## config.mk

```make
export PLATFORM = sky130hd
export DESIGN_NAME = prescaled_countdown_timer
export DESIGN_NICKNAME = d
export VERILOG_FILES = /design/src/rtl/prescaled_countdown_timer.sv
export SDC_FILE = /design/constraint.sdc
export NUM_CORES = 1
export LEC_CHECK = 0
export ABC_AREA = 1
export BUFFER_PORTS_ARGS = -buffer_cell sky130_fd_sc_hd__buf_2
export CAP_MARGIN = 20
export CORE_ASPECT_RATIO = 0.7
export CORE_MARGIN = 5
export CORE_UTILIZATION = 60
export DETAILED_ROUTE_END_ITERATION = 16
export PLACE_DENSITY = 0.82
export SLEW_MARGIN = 20
export SYNTH_ARGS = -nofsm -noshare
export SYNTH_HDL_FRONTEND = slang
export SYNTH_SLANG_ARGS = --single-unit
```

## constraint.sdc

```tcl
create_clock -name clk -period 2.31 [get_ports clk]
set_clock_uncertainty 0.15 [all_clocks]
set_input_delay 0 -clock clk [delete_from_list [all_inputs] [get_ports clk]]
set_output_delay 0 -clock clk [all_outputs]
set_load 0.1 [all_outputs]
```

## src/rtl/prescaled_countdown_timer.sv

```systemverilog
module prescaled_countdown_timer #(
  parameter int DW = 32,
  parameter int PW = 8,
  parameter int AW = 12
) (
  input  logic          clk,
  input  logic          rst_n,
  input  logic          tick_en,
  input  logic [AW-1:0] reg_off,
  input  logic          wr_en,
  input  logic [DW-1:0] wr_data,
  output logic [DW-1:0] rd_data,
  output logic          irq
);
  localparam int DLO = 8;

  logic [DW-1:0] load_q, cnt_q;
  logic [PW-1:0] div_q, ps_q;
  logic          en_q, auto_q, stat_q, irq_q;

  logic valid, any_wr, wr_load, wr_cnt, wr_ctl, wr_stat;
  logic running, step, expire, stat_d;

  assign valid   = (reg_off[AW-1:4] == '0) && (reg_off[1:0] == 2'b00);
  assign any_wr  = wr_en && valid;
  assign wr_load = any_wr && reg_off[3:2] == 2'd0;
  assign wr_cnt  = any_wr && reg_off[3:2] == 2'd1;
  assign wr_ctl  = any_wr && reg_off[3:2] == 2'd2;
  assign wr_stat = any_wr && reg_off[3:2] == 2'd3;

  assign running = en_q && (cnt_q != '0);
  assign step    = running && tick_en && !any_wr && (ps_q == div_q);
  assign expire  = step && (cnt_q == DW'(1));
  assign stat_d  = (stat_q & ~(wr_stat & wr_data[0])) | expire;

  always_ff @(posedge clk or negedge rst_n) begin
    if (!rst_n) begin
      load_q <= '0;
      cnt_q  <= '0;
      ps_q   <= '0;
      div_q  <= '0;
      en_q   <= 1'b0;
      auto_q <= 1'b0;
    end else if (wr_load) begin
      load_q <= wr_data;
      cnt_q  <= wr_data;
      ps_q   <= '0;
    end else if (wr_cnt) begin
      cnt_q <= wr_data;
      ps_q  <= '0;
    end else if (wr_ctl) begin
      en_q   <= wr_data[0];
      auto_q <= wr_data[1];
      div_q  <= wr_data[DLO +: PW];
      if (!en_q && wr_data[0]) begin
        ps_q <= '0;
        if (cnt_q == '0 && wr_data[1]) cnt_q <= load_q;
      end
    end else if (running && tick_en && !any_wr) begin
      if (step) begin
        ps_q  <= '0;
        cnt_q <= expire ? (auto_q ? load_q : '0) : cnt_q - DW'(1);
      end else begin
        ps_q <= ps_q + PW'(1);
      end
    end
  end

  always_ff @(posedge clk or negedge rst_n) begin
    if (!rst_n) begin
      stat_q <= 1'b0;
      irq_q  <= 1'b0;
    end else begin
      stat_q <= stat_d;
      irq_q  <= stat_d & ~stat_q;
    end
  end

  assign irq = irq_q;

  always_comb begin
    rd_data = '0;
    if (valid) begin
      case (reg_off[3:2])
        2'd0: rd_data = load_q;
        2'd1: rd_data = en_q ? cnt_q : '0;
        2'd2: begin
          rd_data[0]        = en_q;
          rd_data[1]        = auto_q;
          rd_data[DLO +: PW] = div_q;
        end
        default: rd_data[0] = stat_q;
      endcase
    end
  end


  irq_on_rise_chk: assert property (@(posedge clk) disable iff (!rst_n)
    irq |-> $rose(stat_q));

  rise_gives_irq_chk: assert property (@(posedge clk) disable iff (!rst_n)
    $rose(stat_q) |-> irq);

  disabled_hold_chk: assert property (@(posedge clk) disable iff (!rst_n)
    (!en_q && !wr_en) |=> $stable(cnt_q));

  single_step_chk: assert property (@(posedge clk) disable iff (!rst_n)
    (en_q && !wr_en && cnt_q > DW'(1)) |=>
      (cnt_q == $past(cnt_q) || cnt_q == $past(cnt_q) - DW'(1)));

  oneshot_stop_chk: assert property (@(posedge clk) disable iff (!rst_n)
    (en_q && !auto_q && cnt_q == '0 && !wr_en) |=> (cnt_q == '0 && !irq));

  bad_offset_chk: assert property (@(posedge clk) disable iff (!rst_n)
    (wr_en && !valid) |=> ($stable(load_q) && $stable(cnt_q) && $stable(en_q)
                           && $stable(auto_q) && $stable(div_q)));
endmodule

```

==> flow_summary_export.csv <==
group,metric,value,unit
global_route,grt_max_degree,46,
status,status,"finished clean",
timing,slew_viol_final,0,
synthesis,synth_cell_types,32,
drt,vias,7573,
finish,drive_gt1_frac,0.190,
floorplanning,design.core.area,10500,µm²
finish,syn_to_final_growth,33.6,%
critical_path,arrival,2.34,ns
critical_path,cp_top_family,"simple AND/OR/NAND/NOR gates",
critical_path,critPathMaxFanout,9,
floorplanning,start_util,0.623,
critical_path,path_class,"reg -> reg",
placed_design,place.gp.congestion,0.963,
global_route,grt.total_usage,0.326,
drt,drt_pre_antenna_iters,6,
cts,ctsLongestPathBuffers,2,
synthesis,synth_top_cell_area_share,0.321,
pwr,p_leak,4.61,nW
finish,layout_commonest_cell,"nand2_1",
critical_path,start_kind,"flop",
synthesis,yosysWarnings,0,
pwr,pwr_density_cell,367,nW/µm²
finish,nFillCells,703,
cts,cts_buffers,9,
job,maxCapViolations,0,
timing,rsz0062_at_grt,"yes",
synthesis,synth.largest_area_cell,"dfrtp_1",
floorplanning,die_area,13100,µm²
timing,holdWs,0.0214,ns
synthesis,syn_area,6550,µm²
global_route,overflow,0,
timing,fmax,441,MHz
drt,met2_length,9470,µm
cts,insertion_delay,0.35,ns
cts,cts_tree,"done",
drt,routed_via_density,5.65,
synthesis,muxShareOfSynthArea,0,
drt,routed-wl-met3,2860,µm
synthesis,syn_inst,1056,
floorplanning,die_y,97.4,µm
timing,period_minus_slack,2.27,ns
timing,period_share,0.982,
cts,cts_root_buffer,"clkbuf_16",
timing,slew_headroom,0.600,
placed_design,io_buffers,80,
cts,cts_sinks,84,
cts,cts.htree.levels,3,
floorplanning,ios,81,
drt,drtIter0Drc,954,
synthesis,synth-compound-area-share,0.119,
drt,drtAntennaViolNets,0,
synthesis,ys_seq_elements,84,
drt,met1Wirelength,9250,µm
finish,num-nets-final,1239,
critical_path,cp.buffers_inverters,1,
timing,tightest_slew,0.598,ns
synthesis,yosysSeqAreaShare,0.321,
critical_path,worstPathCellList,"nor2_1 -> nand2_1 -> nor2_2 -> nand2_2 -> nor2_8 -> nor2_8 -> buf_12 -> nand3_2 -> nand2_1 -> nand3_1 -> nand2_1 -> nand2_1 -> nand2_1",
critical_path,critPathRequiredTime,2.38,ns
synthesis,yosys.area_share.simple,0.381,
finish,final_cell_mix,"nand2_1, inv_1, nor2_1, dfrtp_1, o21ai_0",
placed_design,place_ws,0.0945,ns
placed_design,place_hpwl,14500,µm
pwr,peakVddDrop,0.000356,V
synthesis,synth_top_family_by_area,"simple AND/OR/NAND/NOR gates",
timing,final_hold_viol_count,0,
finish,diodes,0,
synthesis,synth_area_leaders,"dfrtp_1, nand2_1, nor2_1",
drt,route.detailed.drc,0,
drt,routedWlPerCell,16.5,µm
synthesis,synth_area_per_cell,6.20,µm²
synthesis,synth_xor_xnor_area_share,0.0468,
synthesis,synth_adder_area_share,0.00764,
global_route,antenna_found_initial,0,
critical_path,crit_slowest_cell,"dfrtp_1",
critical_path,critPathCaptureType,"flop",
hold_path,hold_path_class,"in -> async",
floorplanning,die_w,135,µm
timing,fin_ws,0.0417,ns
floorplanning,rows,31,
global_route,grt_pass1_wl,34700,µm
cts,clkSlewWorstSetupHoldPaths,0.07,ns
drt,routed_wirelength,22200,µm
drt,top_layer_used,"met4",
timing,setup_viol,0,
critical_path,slowest_delay,0.40,ns
synthesis,syn_nets,1108,
global_route,grt_pass1_vias,7064,
critical_path,crit_path_frequent_cell,"nand2_1",
## sequential cells by signal (all words and copies together) (netlist names)
register,cells
ps_q,8
irq,1
stat_q,1
load_q,32
cnt_q,32
div_q,8
auto_q,1
en_q,1
## metal layers
layer / up-vias / track usage
li1: 3556 / -
met1: 3420 / 0.460
met2: 528 / 0.489
met3: 69 / 0.0901
met4: 0 / 0.0908
met5: - / 0
## area by class of cell
type                       count  area (µm²)  share of cell area
inverter                     161         608              0.0695
multi-input combinational    763        3810               0.435
timing repair buffer         168        1750               0.199
clock inverter                 7        75.1             0.00858
tap                          148         185              0.0212
clock buffer                   9         225              0.0257
sequential                    84        2100               0.240
## worst paths after layout
kind | to | cells past startpoint | from | slack [ns]
worst max-delay path | cnt_q[9] | 13 | cnt_q[21] | 0.04
worst min-delay path | div_q[6] | 2 | rst_n | 0.02
worst max register to register | cnt_q[9] | 13 | cnt_q[21] | 0.04
worst min register to register | irq | 1 | stat_q | 0.32
max in group asynchronous | cnt_q[19] | 3 | rst_n | 1.32
min in group clk | ps_q[4] | 9 | reg_off[7] | 0.17
## per-stage QoR
step	power, mW	instances	area [µm²]	util	setup TNS [ns]
2_1_floorplan	1.58	1056	6670	-	0
3_3_place_gp	1.67	1279	7930	0.755	0
3_5_place_dp	1.68	1279	7930	0.755	0
4_1_cts	3.19	1332	8600	0.818	0
5_1_grt	3.29	1340	8750	0.832	-0.102
6_report	3.21	1340	8750	0.832	0
## where the power goes
part           internal (mW)  total (mW)  switching (mW)
sequential              1.48        1.49         0.00952
clock                  0.846        1.50           0.658
combinational         0.0973       0.214           0.116
total                   2.42        3.21           0.784
## Yosys cell counts
master	count
xor2_1	31
buf_1	6
nand2_4	2
nor3_1	1
nand3_2	3
a21oi_1	25
buf_6	2
nor4_1	2
and2_1	1
o21ai_2	1
nor2_8	3
dfrtp_1	84
nand2_1	308
buf_2	8
nor2_4	3
nor2_2	10
a31oi_1	10
o21ai_0	80
nand3b_1	1
o31ai_1	1
or2_0	1
inv_1	158
clkbuf_1	32
nand2_2	7
xnor2_1	4
a22oi_1	23
nand4_1	36
buf_4	1
ha_1	4
nor2_1	160
inv_2	3
nand3_1	45
## cells by family (layout without fill, tap and decap cells)
logic type / count (synthesis) / count (layout)
fa+ha+maj: 4 / 4
simple gates: 583 / 584
compound gates: 140 / 140
buf+inv: 210 / 345
flops: 84 / 84
xor+xnor: 35 / 35
## timing repair
action                                  in CTS  in global routing
hold buffers                                37                  0
resized for setup                            0                 17
endpoints found under the setup margin       0                 38
buffers inserted                             0                  6
hold endpoints to repair                   158                  0
Note: power is estimated with default switching activity, not from simulation.
